`src/rtl/sq_pkg.sv`:
```
package sq_pkg;
  localparam int N_STG = 6;
  localparam int N_YNG = 4;

  typedef enum int {
    ST_F  = 0,
    ST_D  = 1,
    ST_I  = 2,
    ST_X0 = 3,
    ST_X1 = 4,
    ST_W  = 5
  } stage_e;

  typedef struct packed {
    logic vld;
    logic ds;
    logic br;
  } stg_t;
endpackage

```
`src/rtl/sq_stage_pipe.sv`:
```
module sq_stage_pipe
  import sq_pkg::*;
#(
  parameter int NS = N_STG,
  parameter int NY = N_YNG
) (
  input  logic              clk,
  input  logic              rst,
  input  stg_t              in_stg,
  input  logic [NY-1:0]     kill,
  output stg_t [NS-1:0]     stg_q
);
  always_ff @(posedge clk) begin
    if (rst) stg_q[0] <= '0;
    else     stg_q[0] <= in_stg;
  end

  for (genvar k = 1; k < NS; k++) begin : g_stage
    if (k - 1 < NY) begin : g_killable
      always_ff @(posedge clk) begin
        if (rst || kill[k-1]) stg_q[k] <= '0;
        else                  stg_q[k] <= stg_q[k-1];
      end
    end else begin : g_plain
      always_ff @(posedge clk) begin
        if (rst) stg_q[k] <= '0;
        else     stg_q[k] <= stg_q[k-1];
      end
    end
  end
endmodule

```
`src/rtl/sq_kill_sel.sv`:
```
module sq_kill_sel
  import sq_pkg::*;
#(
  parameter int NS = N_STG,
  parameter int NY = N_YNG
) (
  input  stg_t [NS-1:0] stg,
  input  logic          fire,
  output logic [NY-1:0] kill,
  output logic          ds_here
);
  logic found;

  // scan from the oldest young stage toward F; spare the first tagged one
  always_comb begin
    found = 1'b0;
    kill  = '0;
    for (int k = NY - 1; k >= 0; k--) begin
      if (stg[k].vld) begin
        if (stg[k].ds && !found) found = 1'b1;
        else                     kill[k] = fire;
      end
    end
    ds_here = found;
  end
endmodule

```
`src/rtl/sq_fetch_ctrl.sv`:
```
module sq_fetch_ctrl
  import sq_pkg::*;
#(
  parameter int              PC_W     = 32,
  parameter int              STEP     = 4,
  parameter logic [PC_W-1:0] RESET_PC = '0
) (
  input  logic            clk,
  input  logic            rst,
  input  logic            fetch_vld,
  input  logic            fetch_br,
  input  logic            fire,
  input  logic            ds_here,
  input  logic [PC_W-1:0] target,
  output stg_t            in_stg,
  output logic [PC_W-1:0] pc_q,
  output logic            redir_q,
  output logic            pend_q
);
  localparam logic [PC_W-1:0] INC = PC_W'(STEP);

  logic            owed_q, owed_n, pend_n, redir_n, take, in_ds;
  logic [PC_W-1:0] tgt_q, tgt_n, pc_n;

  always_comb begin
    in_ds   = fetch_vld & owed_q;
    take    = fetch_vld;
    pc_n    = pc_q;
    redir_n = 1'b0;
    owed_n  = owed_q;
    pend_n  = pend_q;
    tgt_n   = tgt_q;
    if (fire) begin
      if (ds_here) begin
        take    = 1'b0;
        pc_n    = target;
        redir_n = 1'b1;
        owed_n  = 1'b0;
      end else if (fetch_vld) begin
        pc_n    = target;
        redir_n = 1'b1;
        owed_n  = 1'b0;
      end else begin
        pend_n  = 1'b1;
        tgt_n   = target;
      end
    end else if (pend_q && fetch_vld) begin
      pc_n    = tgt_q;
      redir_n = 1'b1;
      pend_n  = 1'b0;
      owed_n  = 1'b0;
    end else if (fetch_vld) begin
      pc_n    = pc_q + INC;
      owed_n  = fetch_br & ~in_ds;
    end
    in_stg.vld = take;
    in_stg.ds  = take & in_ds;
    in_stg.br  = take & fetch_br & ~in_ds;
  end

  always_ff @(posedge clk) begin
    if (rst) begin
      pc_q    <= RESET_PC;
      redir_q <= 1'b0;
      owed_q  <= 1'b0;
      pend_q  <= 1'b0;
      tgt_q   <= '0;
    end else begin
      pc_q    <= pc_n;
      redir_q <= redir_n;
      owed_q  <= owed_n;
      pend_q  <= pend_n;
      tgt_q   <= tgt_n;
    end
  end
endmodule

```
`src/rtl/squash_ctrl.sv`:
```
module squash_ctrl
  import sq_pkg::*;
#(
  parameter int              PC_W     = 32,
  parameter int              STEP     = 4,
  parameter logic [PC_W-1:0] RESET_PC = 'h100
) (
  input  logic                clk,
  input  logic                rst,
  input  logic                fetch_vld_i,
  input  logic                fetch_is_br_i,
  input  logic                mispredict_i,
  input  logic [PC_W-1:0]     target_i,
  output logic [PC_W-1:0]     fetch_pc_o,
  output logic                redirect_o,
  output logic [N_YNG-1:0]    kill_o,
  output logic [N_STG-1:0]    stage_vld_o,
  output logic [N_STG-1:0]    stage_ds_o
);
  stg_t [N_STG-1:0] stg_q;
  stg_t             in_stg;
  logic [N_YNG-1:0] kill_c;
  logic             ds_here_c, fire_c, x1_br_c, pend_c;

  assign x1_br_c = stg_q[ST_X1].vld & stg_q[ST_X1].br;
  assign fire_c  = x1_br_c & mispredict_i;

  sq_kill_sel #(.NS(N_STG), .NY(N_YNG)) u_sel (
    .stg(stg_q), .fire(fire_c), .kill(kill_c), .ds_here(ds_here_c)
  );

  sq_fetch_ctrl #(.PC_W(PC_W), .STEP(STEP), .RESET_PC(RESET_PC)) u_fetch (
    .clk(clk), .rst(rst), .fetch_vld(fetch_vld_i), .fetch_br(fetch_is_br_i),
    .fire(fire_c), .ds_here(ds_here_c), .target(target_i), .in_stg(in_stg),
    .pc_q(fetch_pc_o), .redir_q(redirect_o), .pend_q(pend_c)
  );

  sq_stage_pipe #(.NS(N_STG), .NY(N_YNG)) u_pipe (
    .clk(clk), .rst(rst), .in_stg(in_stg), .kill(kill_c), .stg_q(stg_q)
  );

  always_ff @(posedge clk) begin
    if (rst) kill_o <= '0;
    else     kill_o <= kill_c;
  end

  for (genvar k = 0; k < N_STG; k++) begin : g_out
    assign stage_vld_o[k] = stg_q[k].vld;
    assign stage_ds_o[k]  = stg_q[k].ds;
  end
endmodule

```
`config.mk`:
```
export PLATFORM = sky130hd
export DESIGN_NAME = squash_ctrl
export DESIGN_NICKNAME = d
export VERILOG_FILES = /design/src/rtl/sq_pkg.sv /design/src/rtl/sq_stage_pipe.sv /design/src/rtl/sq_kill_sel.sv /design/src/rtl/sq_fetch_ctrl.sv /design/src/rtl/squash_ctrl.sv
export SDC_FILE = /design/constraint.sdc
export NUM_CORES = 1
export LEC_CHECK = 0
export ABC_AREA = 1
export BUFFER_PORTS_ARGS = -buffer_cell sky130_fd_sc_hd__buf_4
export CORE_ASPECT_RATIO = 1.2
export CORE_MARGIN = 2
export CORE_UTILIZATION = 50
export CTS_CLUSTER_DIAMETER = 30
export DETAILED_ROUTE_END_ITERATION = 8
export PLACE_DENSITY_LB_ADDON = 0.1
export SKIP_CTS_REPAIR_TIMING = 1
export SLEW_MARGIN = 10
export SYNTH_ARGS = -nofsm -noshare
export SYNTH_HDL_FRONTEND = slang
export SYNTH_HIERARCHICAL = 1
export SYNTH_SLANG_ARGS = --single-unit
```
`constraint.sdc`:
```
create_clock -name clk -period 2.75 [get_ports clk]
set_input_delay 0.1375 -clock clk [delete_from_list [all_inputs] [get_ports clk]]
set_output_delay 0.1375 -clock clk [all_outputs]
set_load 0.005 [all_outputs]
```
# --- Word level (Yosys, flattened, before mapping) ---
# Index checks and enable logic that the tools add are counted.
classes:
  n_addsub: 1
  eq_ne: 3
  n_mux: 36
  n_bitwise: 10
  reduce_logical: 16
op_table:
  columns: ["cell", "count"]
  rows:
  - ["two-way mux 32 bit", 5]
  - ["adder 32 x 3 -> 32 bit, second input constant", 1]
  - ["two-way mux 1 bit", 31]
  - ["bitwise AND 1 bit", 7]
  - ["AND reduction 3 bit", 2]
  - ["logical AND 1 bit", 4]
  - ["logical OR 1 bit", 4]
  - ["!= test 2 bit, second input constant", 2]
  - ["logical NOT 1 bit", 3]
  - ["!= test 3 bit, second input constant", 1]
  - ["inverter 1 bit", 3]
  - ["nonzero test 3 bit", 1]
  - ["AND reduction 2 bit", 1]
  - ["nonzero test 2 bit", 1]
word_totals:
  register_bits: 88
  input_bits: 37
  out_inout_bits: 49
  elab_cells: 89

# --- Logic depth before layout (Yosys ltp) ---
# Gate-level depths: netlist of run 1.
logic_depth:
  ltp_word: 18
  mapped_depth: 11
  ltp_nobuf: 11

# --- Modules after synthesis ---
# Netlist of run 1, hierarchy kept.
by_module_without_submodules:
  columns: ["module", "instances", "cells_per_inst", "area_per_inst_um2", "seq_area_each_um2"]
  rows:
  - ["sq_fetch_ctrl", 1, 541, 3641.0, 1341.3]
  - ["sq_stage_pipe", 1, 63, 529.3, 360.3]
  - ["squash_ctrl", 1, 15, 121.4, 80.1]
  - ["sq_kill_sel", 1, 17, 95.1, 0.0]

# --- Worst setup path before layout of run 1 ---
# No wires, ideal clock.
synth_path:
  kind: "reg-to-reg"
  start: "reg u_pipe/stg_q[14] (netlist name)"
  end: "reg u_fetch.pc_q[29]"
  setup_ns: 0.124
  arrival_time_ns: 1.476
  t_required_ns: 2.626
  path_slack_ns: 1.149
  path_stages_with_launch: 10
  path_buffers: 2
  period_less_slack_ns: 1.601
  path_cell_list: "dfxtp_1 -> nand2_1 -> nor2_1 -> buf_4 -> nand2_1 -> nand2_1 -> inv_1 -> buf_2 -> a221oi_1 -> a21oi_1"
synth_via:
  elab_chain_cells: 4
  word_cells_on_any_way: 6
  cone_classes: "eq/ne: 1; mux: 1; bitwise: 2; reduce/logical: 2"
synth_lines:
  columns: ["item", "line_no", "rtl"]
  rows:
  - ["bitwise AND 1 bit (*)", "squash_ctrl.sv:25", "assign x1_br_c = stg_q[ST_X1].vld & stg_q[ST_X1].br;"]
  - ["bitwise AND 1 bit (*)", "squash_ctrl.sv:26", "assign fire_c = x1_br_c & mispredict_i;"]
  - ["named net fire_c", "squash_ctrl.sv:23", "logic ds_here_c, fire_c, x1_br_c, pend_c;"]
  - ["!= test 3 bit (no line) / nonzero test 3 bit (equally long branches)", null, null]
  - ["AND reduction 2 bit (no line)", null, null]
  - ["to (signal assigned)", "sq_fetch_ctrl.sv:69", "pc_q <= pc_n;"]
  - ["to (decl)", "sq_fetch_ctrl.sv:16", "output logic [PC_W-1:0] pc_q,"]
# The timed path passes the listed nets; every way through them passes the cells marked *.
# A chain may end at the register's enable or synchronous reset.

# --- Worst setup path in the final report of run 1 ---
layout_path:
  start: "reg u_pipe/stg_q[10] (netlist name)"
  end: "reg u_fetch.pc_q[5]"
layout_via:
  elab_chain_cells: 16
  word_cells_on_any_way: 18
  cone_classes: "eq/ne: 1; mux: 10; reduce/logical: 7"
layout_lines:
  columns: ["item", "line_no", "rtl"]
  rows:
  - ["two-way mux 1 bit (*)", "sq_kill_sel.sv:20", "if (stg[k].ds && !found) found = 1'b1;"]
  - ["two-way mux 1 bit (*)", "sq_kill_sel.sv:19", "if (stg[k].vld) begin"]
  - ["logical NOT 1 bit", "sq_kill_sel.sv:20", null]
  - ["logical AND 1 bit", "sq_kill_sel.sv:20", null]
  - ["two-way mux 1 bit", "sq_kill_sel.sv:20", null]
  - ["two-way mux 1 bit (*)", "sq_kill_sel.sv:19", null]
  - ["logical NOT 1 bit", "sq_kill_sel.sv:20", null]
  - ["logical AND 1 bit", "sq_kill_sel.sv:20", null]
  - ["two-way mux 1 bit", "sq_kill_sel.sv:20", null]
  - ["two-way mux 1 bit (*)", "sq_kill_sel.sv:19", null]
  - ["logical NOT 1 bit", "sq_kill_sel.sv:20", null]
  - ["logical AND 1 bit", "sq_kill_sel.sv:20", null]
  - ["two-way mux 1 bit", "sq_kill_sel.sv:20", null]
  - ["two-way mux 1 bit (*)", "sq_kill_sel.sv:19", null]
  - ["named net ds_here_c", "squash_ctrl.sv:23", null]
  - ["!= test 3 bit (no line) / two-way mux 32 bit (equally long branches)", null, null]
  - ["AND reduction 2 bit (no line) / two-way mux 32 bit (equally long branches)", null, null]
# Marked as above.

==> metrics list, run 1 <==
- The path class of the tightest hold or removal check is primary input to flip-flop.
- Via count: 4,491
* Max capacitance violation total: 0
* CP Data Arrival Time: 2.31 ns
- Setup repair after global routing left no endpoint under its margin.
* Die width: 89.2 um
* Critical path's slowest cell: inv_1
- Timing would allow up to 496 MHz.
* Antenna diode count: 0
- Across every metal layer, demand over resource in global routing totals 27.7%.
- Area added between synthesis and finish: 21.6%
* Sw power: 0.643 mW
- H-tree levels: 3
- The total area inside the core boundary comes to 8520 um^2.
- The clock net in this run drives a total of 88 sinks.
- The run finished with clean final reports.
- Critical path, cell by cell: nand2_2 -> nand4_1 -> nand2_1 -> nand2_1 -> inv_1 -> o22ai_1 -> a31oi_1
- Across all setup checks in the final design, the least slack found is 0.733 ns.
- Summed over all cells, the static leakage comes to 2.28 nW.
- After detailed placement, the design holds a cell count of 814.
- The final layout contains 748 nets.
- Number of setup violations in the final report: 0
- Critical setup path kind: flip-flop to flip-flop
- For this configuration, the core starts out at a cell density of 51.2%.
- Registers are responsible for 53.8% of the overall power.
- Post-synth design cell area: 4360 um^2
- Internal power summed over all cells: 1.87 mW
- The pre-antenna-repair detailed-routing pass consisted of 5 iterations.
- Of the total power, the share spent switching nets is 25.6%.
* Vertical extent of the die: 106 um
- The clock reaches the later pin of the worst-skew pair after 0.37 ns.
- Measured against its own limit, the worst slew margin works out to 37.2%.
* Critical Path End Type: flip-flop
* Syn. warnings: 6
- With fillers left out, the area of the finished cells amounts to 5300 um^2.
* Pin count of the biggest net entering global routing: 46
- Power comes to 2.51 mW.
- TritonCTS built the clock tree.
- Crit path required time: 3.05 ns
- The clock passes through at most 2 buffers.
* Maximum fanout along the worst path: 24
* Placement row count: 37
- Detailed placement finished with a half-perimeter wire length of 8970 um.
- After detailed placement, the total cell area comes to 5070 um^2.
- The first routing iteration left 357 violations.
- Synthesis produced a netlist with a net count of 671.
- Combinational cell fraction of total power: 9.3%
- On the final layout, the worst hold slack is 0.00157 ns.
* Core Util, Final: 62.2%
- The via count of the first global-routing pass came to 4,139.
* Routability-driven placement congestion ratio: 0.916
- Counting every instance in the synthesized netlist gives 633.
* Initial antenna violation count: 0
* Post-detailed-route count of antenna-violating nets: 0
- Power density over cell area: 474 nW/um^2
* Number of ports placed on the die boundary: 86
- Area enclosed by the die boundary: 9480 um^2
* Total detailed-routing wirelength: 12,700 um
- Hold Violations, Final: 0
- Clock slew at the register clock pins of the worst setup and hold paths: 0.09 ns
* Final cell count without fillers: 832
- Worst Max-Slew Pin Slew: 0.940 ns
- Counting stages on the worst path, the most repeated cell is nand2_1.
- Worst clock skew on the final layout: 0.00782 ns
* Total gr overflow: 0
- The tree is rooted in a clkbuf_8.
* Vias per Instance: 5.40
- Setup TNS: 0 ns
- STA classifies the critical path startpoint as a flip-flop.
- The first global-routing pass estimated 20,400 um of wire.
* Worst vdd ir: 0.273 mV
- The largest single stage delay on the critical path is 0.68 ns.
- Total count of max-transition violations in the final report: 0
- Part of the power in the clock network: 36.9%
- After layout, the worst path uses 73.3% of the clock period.
* Number of CTS-inserted buffers: 9
- Routed wirelength normalized by instance count: 15.3 um
* Mean post-synth cell area: 6.89 um^2
* Shortest period the worst path allows: 2.02 ns
- Placement-stage worst setup slack: 0.784 ns
* Detailed-route DRC error count: 0
- Fraction of final layout cells sized beyond drive strength 1: 20.8%
- Buffers placed on the I/O ports in this run total 85.
==> state kept, by name, summed over array words and instances (netlist names) <==
name,cells
kill_o,4
u_fetch/owed_q,1
u_fetch/pc_q,32
u_fetch/pend_q,1
u_fetch/redir_q,1
u_fetch/tgt_q,32
u_pipe/stg_q,17
==> cells in the final DEF, fill, tap and decap left out, types with 4 or more instances in the layout <==
cell type  instances
xor2_1             7
inv_1             51
clkbuf_8          10
nor2_2             9
dfxtp_1           88
nand2_1          131
a21oi_1           31
a31oi_1            4
nor2_1           125
a221oi_1          20
nand3_1           14
nand3b_1           8
nand2_2           13
inv_2              7
o21ai_0           63
nor2_4             7
buf_4             92
==> metal layers <==
| metal | part of all wire (%) | track usage (%) | vias up |
|---|---|---|---|
| li1 | - | - | 2213 |
| met1 | 45 | 39.2 | 2064 |
| met2 | 46 | 41.0 | 191 |
| met3 | 7.0 | 5.28 | 23 |
| met4 | 2.4 | 11.3 | 0 |
| met5 | 0 | 0 | - |
==> power groups by stage <==
stage / Sequential (mW) / Combinational [mW] / Clock (mW)
after global routing: 1.36 / 0.260 / 0.998
after detailed placement: 1.38 / 0.230 / 0
after floorplan: 1.37 / 0.106 / 0
final: 1.35 / 0.234 / 0.927
after CTS: 1.35 / 0.231 / 0.943
after global placement: 1.38 / 0.227 / 0
==> final cells by class <==
cell class | instances | area, um^2
repair buffers | 94 | 711
multi-input cells | 458 | 2250
inverters | 59 | 223
flip-flops and latches | 88 | 1760
well taps | 117 | 146
clock inverters | 5 | 63.8
clock buffers | 11 | 141
fillers | 834 | 3220
==> worst paths after layout <==
kind | startpoint | to | slack (ns) | cells past startpoint
setup reg to reg | u_pipe/stg_q[10]$_SDFF_PP0_ | u_fetch/pc_q[5]$_SDFFE_PP0P_ | 0.73 | 7
hold / removal | target_i[9] | u_fetch/tgt_q[9]$_SDFFE_PP0P_ | 0.002 | 3
setup / recovery | u_pipe/stg_q[10]$_SDFF_PP0_ | u_fetch/pc_q[5]$_SDFFE_PP0P_ | 0.73 | 7
hold reg to reg | u_pipe/stg_q[3]$_SDFF_PP0_ | u_pipe/stg_q[6]$_SDFF_PP0_ | 0.42 | 2
==> worst max-delay path: cells and delay by family, from the launching register on <==
| family | cells | cell delay [ns] |
|---|---|---|
| simple gates | 4 | 0.51 |
| flops | 1 | 0.36 |
| compound gates | 2 | 0.39 |
| buf+inv | 1 | 0.68 |
(Power assumes the default switching activity.)
==> run 2: changes to the inputs <==
ABC_AREA = 0   (was 1)
clock period = 1.8 ns   (was 2.75 ns; I/O delays follow)
==> run 2 against run 1 <==
Cell count fell by 2.2%. Critical endpoint is now u_fetch/pc_q[30]$_SDFFE_PP0P_. Largest cell class unchanged. Critical path type unchanged. The flow now finishes with violations (hold timing). Fmax rose by 15%. Count of clock-buffer cells in the layout fell by 1. Clock power rose by 77%.
==> metrics list, run 2 <==
- The delay of the slowest critical-path stage is 0.45 ns (was 0.68 ns).
- Detail Placement HPWL: 9630 um (was 8970 um)
* Setup TNS: 0 ns (unchanged)
* Number of CTS-inserted buffers: 9 (unchanged)
* Synthesized net count: 561 (was 671)
* H-tree levels: 3 (unchanged)
- The final cell area excluding filler cells is 6270 um^2 (was 5300 um^2).
- Critical Path End Type: flip-flop (unchanged)
* Clock tree from TritonCTS: built (unchanged)
- The via count of the first global-routing pass was 4,452 (was 4,139).
- The gate count of the mapped netlist was 523 (was 633).
- The category of cells accounting for the largest share of critical-path delay was simple AND/OR/NAND/NOR gates (was buffers and inverters).
* CTS max path bufs: 2 (unchanged)
- The maximum vdd drop is 0.457 mV (was 0.273 mV).
* Shortest period the worst path allows: 1.76 ns (was 2.02 ns)
- Status: finished, violations left (was finished, final reports clean).
- Total count of max-transition violations in the final report: 0 (unchanged)
* Number of fillers in the final layout: 663 (was 834)
- Critical path, cell by cell: nand3_2 -> nor2_1 -> nand4_1 -> a21oi_2 -> a2bb2oi_1 (was nand2_2 -> nand4_1 -> nand2_1 -> nand2_1 -> inv_1 -> o22ai_1 -> a31oi_1)
- Wire length of the first global-routing pass: 21,600 um (was 20,400 um)
* Number of ports placed on the die boundary: 86 (unchanged)
- Clock slew at the register clock pins of the worst setup and hold paths: 0.09 ns (about the same)
- The required time of the critical path is 2.09 ns (was 3.05 ns).
- The relative max-transition margin came to 64.2% (was 37.2%).
- Maximum fanout along the worst path: 6 (was 24)
- Final-stage net count: 733 (was 748)
* Routability-driven placement congestion ratio: 0.900 (was 0.916)
* Final cell count without fillers: 814 (was 832)
- Worst clock skew on the final layout: 0.00568 ns (was 0.00782 ns)
* Bufs and invs on worst path: 0 (was 1)
- Max capacitance violation total: 0 (unchanged)
* Post-detailed-route count of antenna-violating nets: 0 (unchanged)
- Router iterations before antenna repair: 5 (unchanged)
- The type of the most critical hold path was primary input to flip-flop (unchanged).
- The category of the worst setup path launch point is a flip-flop (unchanged).
* Hold Violations, Final: 4 (was 0)
- The timing-limited maximum frequency is 569 MHz (was 496 MHz).
- Vertical extent of the die: 105 um (was 106 um)
- Clock tree root driver cell: clkbuf_8 (unchanged)
- Mean post-synth cell area: 8.10 um^2 (was 6.89 um^2)
- Clock Sinks: 88 (unchanged)
* Overall fraction of global-route tracks in use: 29.7% (was 27.7%)
* Registers with the highest flip-flop counts: u_fetch/pc_q x32, u_fetch/tgt_q x32, u_pipe/stg_q x17 (unchanged)
- Placement row count: 36 (was 37)
* Post-synth design cell area: 4240 um^2 (was 4360 um^2)
- Number of setup violations in the final report: 0 (unchanged)
* Worst Max-Slew Pin Slew: 0.532 ns (was 0.940 ns)
- Detailed-route DRC error count: 0 (unchanged)
- Standard cell core area: 8200 um^2 (was 8520 um^2)
- Leading cell types in the layout, fill and taps excluded: 161 x buf_4, 94 x nand2_1, 79 x dfxtp_1 (was 131 x nand2_1, 125 x nor2_1, 92 x buf_4)
- The largest net degree at the start of global routing was 45 (was 46).
- Power density over cell area: 658 nW/um^2 (was 474 nW/um^2)
- The fraction of layout instances using a drive strength above 1 was 35.1% (was 20.8%).
* Vias per Instance: 5.89 (was 5.40)
* Count of buffers from port buffering: 85 (unchanged)
* Syn. warnings: 6 (unchanged)
- Routed wirelength normalized by instance count: 17.3 um (was 15.3 um)
- Total detailed-routing wirelength: 14,100 um (was 12,700 um)
- The hold slack is -0.0207 ns (was 0.00157 ns).
* Leading cell type in the layout, fill and taps excluded: buf_4 (was nand2_1)
- LEAKAGE: 2.51 nW (was 2.28 nW)
- Critical path's slowest cell: nor2_1 (was inv_1)
- The worst-case register-to-register setup slack came to 0.04 ns (was 0.73 ns).
- The total placed cells including tap cells is 764 (was 814).
* Period utilization: 97.6% (was 73.3%)
- Antenna diode count: 0 (unchanged)
- Area added between synthesis and finish: 47.9% (was 21.6%)
- Via count: 4,791 (was 4,491)
* Source-to-sink clock delay at the later pin of the worst-skew pair: 0.36 ns (was 0.37 ns)
- Area enclosed by the die boundary: 9230 um^2 (was 9480 um^2)
- CP Data Arrival Time: 2.05 ns (was 2.31 ns)
- 1st-iter DRT viols: 260 (was 357)
* Initial antenna violation count: 0 (unchanged)
- Total gr overflow: 0 (unchanged)
- Setup repair after global routing missed its margin: yes (was no)
- Effective utilization at floorplan: 51.7% (was 51.2%)
- The width of the chip came to 88.0 um (was 89.2 um).
* Critical setup path kind: flip-flop to flip-flop (unchanged)
* Failing checks: hold timing
* Cell area reported after detailed placement: 5470 um^2 (was 5070 um^2)
run 2: layout make-up:
type	count	area (um^2)	area share, %
inverters	7	26.3	0.419
clock buffers	10	128	2.04
well taps	114	143	2.28
repair buffers	198	1640	26.1
multi-input cells	391	2460	39.2
clock inverters	6	108	1.72
flip-flops and latches	88	1770	28.3
run 2: tightest hold or removal path: stages:
cell and delay (ns):
buf_4 0.11, nand2_1 0.05, a21oi_1 0.05
run 2: final timing paths:
check / from / to / depth (start not counted)
min reg2reg: u_fetch/tgt_q[31]$_SDFFE_PP0P_ / u_fetch/tgt_q[31]$_SDFFE_PP0P_ / 2
max reg2reg: u_fetch/pc_q[15]$_SDFFE_PP0P_ / u_fetch/pc_q[30]$_SDFFE_PP0P_ / 5
min: target_i[16] / u_fetch/tgt_q[16]$_SDFFE_PP0P_ / 3
max: u_fetch/pc_q[15]$_SDFFE_PP0P_ / u_fetch/pc_q[30]$_SDFFE_PP0P_ / 5
run 2: where the power goes:
part	leakage (nW)	switching, mW	internal [mW]
combinational	1.68	0.215	0.249
sequential	0.716	0.0387	1.99
clock	0.116	0.717	0.918
total	2.51	0.971	3.15
run 2: per-layer routing:
| layer | vias up | wire (um) | track usage (%) |
|---|---|---|---|
| li1 | 2260 | - | - |
| met1 | 2273 | 5490 | 35.6 |
| met2 | 221 | 7210 | 50.8 |
| met3 | 37 | 986 | 6.71 |
| met4 | 0 | 422 | 11.7 |
| met5 | - | 0 | 0 |
run 2: per-stage QoR:
step | util (%) | setup WS (ns) | power [mW]
detailed placement | 66.7 | -0.175 | 2.46
finish | 76.5 | 0.0437 | 4.12
CTS | 69.5 | -0.208 | 4.07
floorplan | - | 0.0404 | 2.23
global placement | 66.7 | -0.116 | 2.45
global route | 76.5 | -0.0582 | 4.27
==> run 3: changes to the inputs <==
HOLD_SLACK_MARGIN = 0.08   (was not set)
==> run 3 against run 2 <==
The flow now finishes without violations. Critical path depth stayed put. Critical path type unchanged. Total power rose by 0.35%. Via count is 0.92% higher.
==> metrics list, run 3 (synthesis gave the netlist of run 2 again) <==
* Initial antenna violation count: 0 (unchanged)
- Total count of max-transition violations in the final report: 0 (unchanged)
- Placement-stage worst setup slack: -0.175 ns (unchanged)
- The wire length on met1 was 5540 um (was 5490 um).
- The count of maximum capacitance violations was 0 (unchanged).
- The detailed-route DRC error count is 0 (unchanged).
- The largest buffer count on any clock path was 2 (unchanged).
- Flop-to-flop setup slack: 0.04 ns (about the same)
* LEAKAGE: 2.54 nW (was 2.51 nW)
* Vertical extent of the die: 105 um (unchanged)
* Worst-case setup margin in the final layout: 0.0395 ns (was 0.0437 ns)
* Critical setup path kind: flip-flop to flip-flop (unchanged)
- Clock tree from TritonCTS: built (unchanged)
- The power share of the sequential group came to 48.9% (was 49.1%).
* Sw power: 0.977 mW (was 0.971 mW)
* Highest layer used for signal routing: met4 (unchanged)
- Met3 WL: 1070 um (was 986 um)
- The path depth of the worst reg2reg path is 5 (unchanged).
- Clock slew at the register clock pins of the worst setup and hold paths: 0.09 ns (about the same)
* Vias per Instance: 5.90 (was 5.89)
- The total placed cells including tap cells is 764 (unchanged).
- The root buffer cell is clkbuf_8 (unchanged).
- The fraction of layout instances using a drive strength above 1 is 34.8% (was 35.1%).
* Worst slew margin relative to its limit: 64.4% (was 64.2%)
* Post-detailed-route count of antenna-violating nets: 0 (unchanged)
- The switching portion of total power was 23.6% (about the same).
* Worst vdd ir: 0.454 mV (was 0.457 mV)
- CP Data Arrival Time: 2.05 ns (about the same)
- Placement row count: 36 (unchanged)
- The routability congestion estimate is 0.900 (unchanged).
- Registers with the highest flip-flop counts: u_fetch/pc_q x32, u_fetch/tgt_q x32, u_pipe/stg_q x17 (unchanged)
- Power density over cell area: 654 nW/um^2 (was 658 nW/um^2)
* Die width: 88.0 um (unchanged)
* Critical path's slowest cell: nor2_1 (unchanged)
* Leading cell types in the layout, fill and taps excluded: 161 x buf_4, 94 x nand2_1, 79 x dfxtp_1 (unchanged)
* Crit path required time: 2.09 ns (about the same)
- Shortest period the worst path allows: 1.76 ns (about the same)
* Area enclosed by the die boundary: 9230 um^2 (unchanged)
- The most frequent standard cell in the layout excluding fill and tap cells is buf_4 (unchanged).
* H-tree levels: 3 (unchanged)
- Critical Path Start Type: flip-flop (unchanged)
- Hold Violations, Final: 0 (was 4)
- Maximum fanout along the worst path: 6 (unchanged)
- Clock Sinks: 88 (unchanged)
* Wire length of the first global-routing pass: 21,600 um (unchanged)
- Number of setup violations in the final report: 0 (unchanged)
- Overall fraction of global-route tracks in use: 29.7% (unchanged)
* Effective utilization at floorplan: 51.7% (unchanged)
- The placed wire-length estimate is 9630 um (unchanged).
- The first-pass iteration count of the detailed router is 7 (was 5).
- Worst clock skew on the final layout: 0.00559 ns (was 0.00568 ns)
* 1st-iter DRT viols: 300 (was 260)
* Total detailed-routing wirelength: 14,300 um (was 14,100 um)
- The via count of the first global-routing pass is 4,452 (unchanged).
- The number of buffers inserted by port buffering is 85 (unchanged).
- Critical path, cell by cell: nand3_2 -> nor2_1 -> nand4_1 -> a21oi_2 -> a2bb2oi_1 (unchanged)
* Worst Max-Slew Pin Slew: 0.529 ns (was 0.532 ns)
- The sort of element at the end of the critical path was a flip-flop (unchanged).
- Final-stage net count: 739 (was 733)
- The delay of the slowest critical-path stage is 0.46 ns (was 0.45 ns).
- Overall power: 4.14 mW (was 4.12 mW)
- The combinational power share was 11.5% (was 11.3%).
- The filler-free cell count of the finished design came to 820 (was 814).
- Antenna diode count: 0 (unchanged)
- Met2 routed WL: 7250 um (was 7210 um)
* Period utilization: 97.8% (was 97.6%)
- Total gr overflow: 0 (unchanged)
- The clock latency at the later pin of the worst-skew pair was 0.36 ns (about the same).
- Part of the power in the clock network: 39.6% (about the same)
- The timing-limited maximum frequency was 568 MHz (was 569 MHz).
- Setup repair after global routing missed its margin: yes (unchanged)
- Via count: 4,835 (was 4,791)
- The design internal power is 3.16 mW (was 3.15 mW).
* Min-Delay Path Depth: 2 (was 3)
- Status: finished, final reports clean (was finished, violations left)
* Pin count of the biggest net entering global routing: 45 (unchanged)
- Class of the worst hold path: primary input to flip-flop (unchanged)
- The core area was 8200 um^2 (unchanged).
- The total CTS buffers is 9 (unchanged).
* Routed wirelength normalized by instance count: 17.4 um (was 17.3 um)
- The layout overhead on the synthesized area came to 49.3% (was 47.9%).
- The top-level I/O count came to 86 (unchanged).
## run 3: worst paths after layout
| kind | start | endpoint |
|---|---|---|
| setup reg to reg | u_fetch/pc_q[15]$_SDFFE_PP0P_ | u_fetch/pc_q[30]$_SDFFE_PP0P_ |
| hold reg to reg | u_fetch/tgt_q[2]$_SDFFE_PP0P_ | u_fetch/tgt_q[2]$_SDFFE_PP0P_ |
| setup / recovery | u_fetch/pc_q[15]$_SDFFE_PP0P_ | u_fetch/pc_q[30]$_SDFFE_PP0P_ |
| hold / removal | rst | kill_o[0]$_SDFF_PP0_ |
## run 3: cell type report
| cell class | count | area [um^2] |
|---|---|---|
| multi-input combinational | 391 | 2460 |
| fill | 650 | 1870 |
| sequential | 88 | 1770 |
| timing repair buffer | 204 | 1700 |
| tap | 114 | 143 |
| clock buffer | 10 | 128 |
| clock inverter | 6 | 108 |
| inverter | 7 | 26.3 |
## run 3: per-stage QoR
step	hold slack (ns)	util (%)	cell area (um^2)	TNS [ns]
2_1_floorplan	0.162	-	4250	0
3_3_place_gp	0.350	66.7	5470	-0.461
3_5_place_dp	0.359	66.7	5470	-1.10
4_1_cts	-0.0377	69.5	5700	-1.70
5_1_grt	0.132	77.2	6330	-0.393
6_report	0.129	77.2	6330	0
## run 3: power by group through the flow
stage | registers [mW] | logic, mW | clock network, mW
CTS | 2.02 | 0.394 | 1.65
global route | 2.03 | 0.514 | 1.73
detailed placement | 2.07 | 0.391 | 0
floorplan | 2.07 | 0.162 | 0
finish | 2.03 | 0.476 | 1.64
global placement | 2.06 | 0.387 | 0
## run 3: metal layers
layer,vias to the layer above,global-route usage (%)
li1,2266,-
met1,2288,35.6
met2,247,50.8
met3,34,6.71
met4,0,11.7
met5,-,0
## run 3: critical path, delay by kind of cell, from the launching register on
| family | cells | cell delay [ns] |
|---|---|---|
| simple gates | 3 | 0.96 |
| flops | 1 | 0.37 |
| compound gates | 2 | 0.37 |
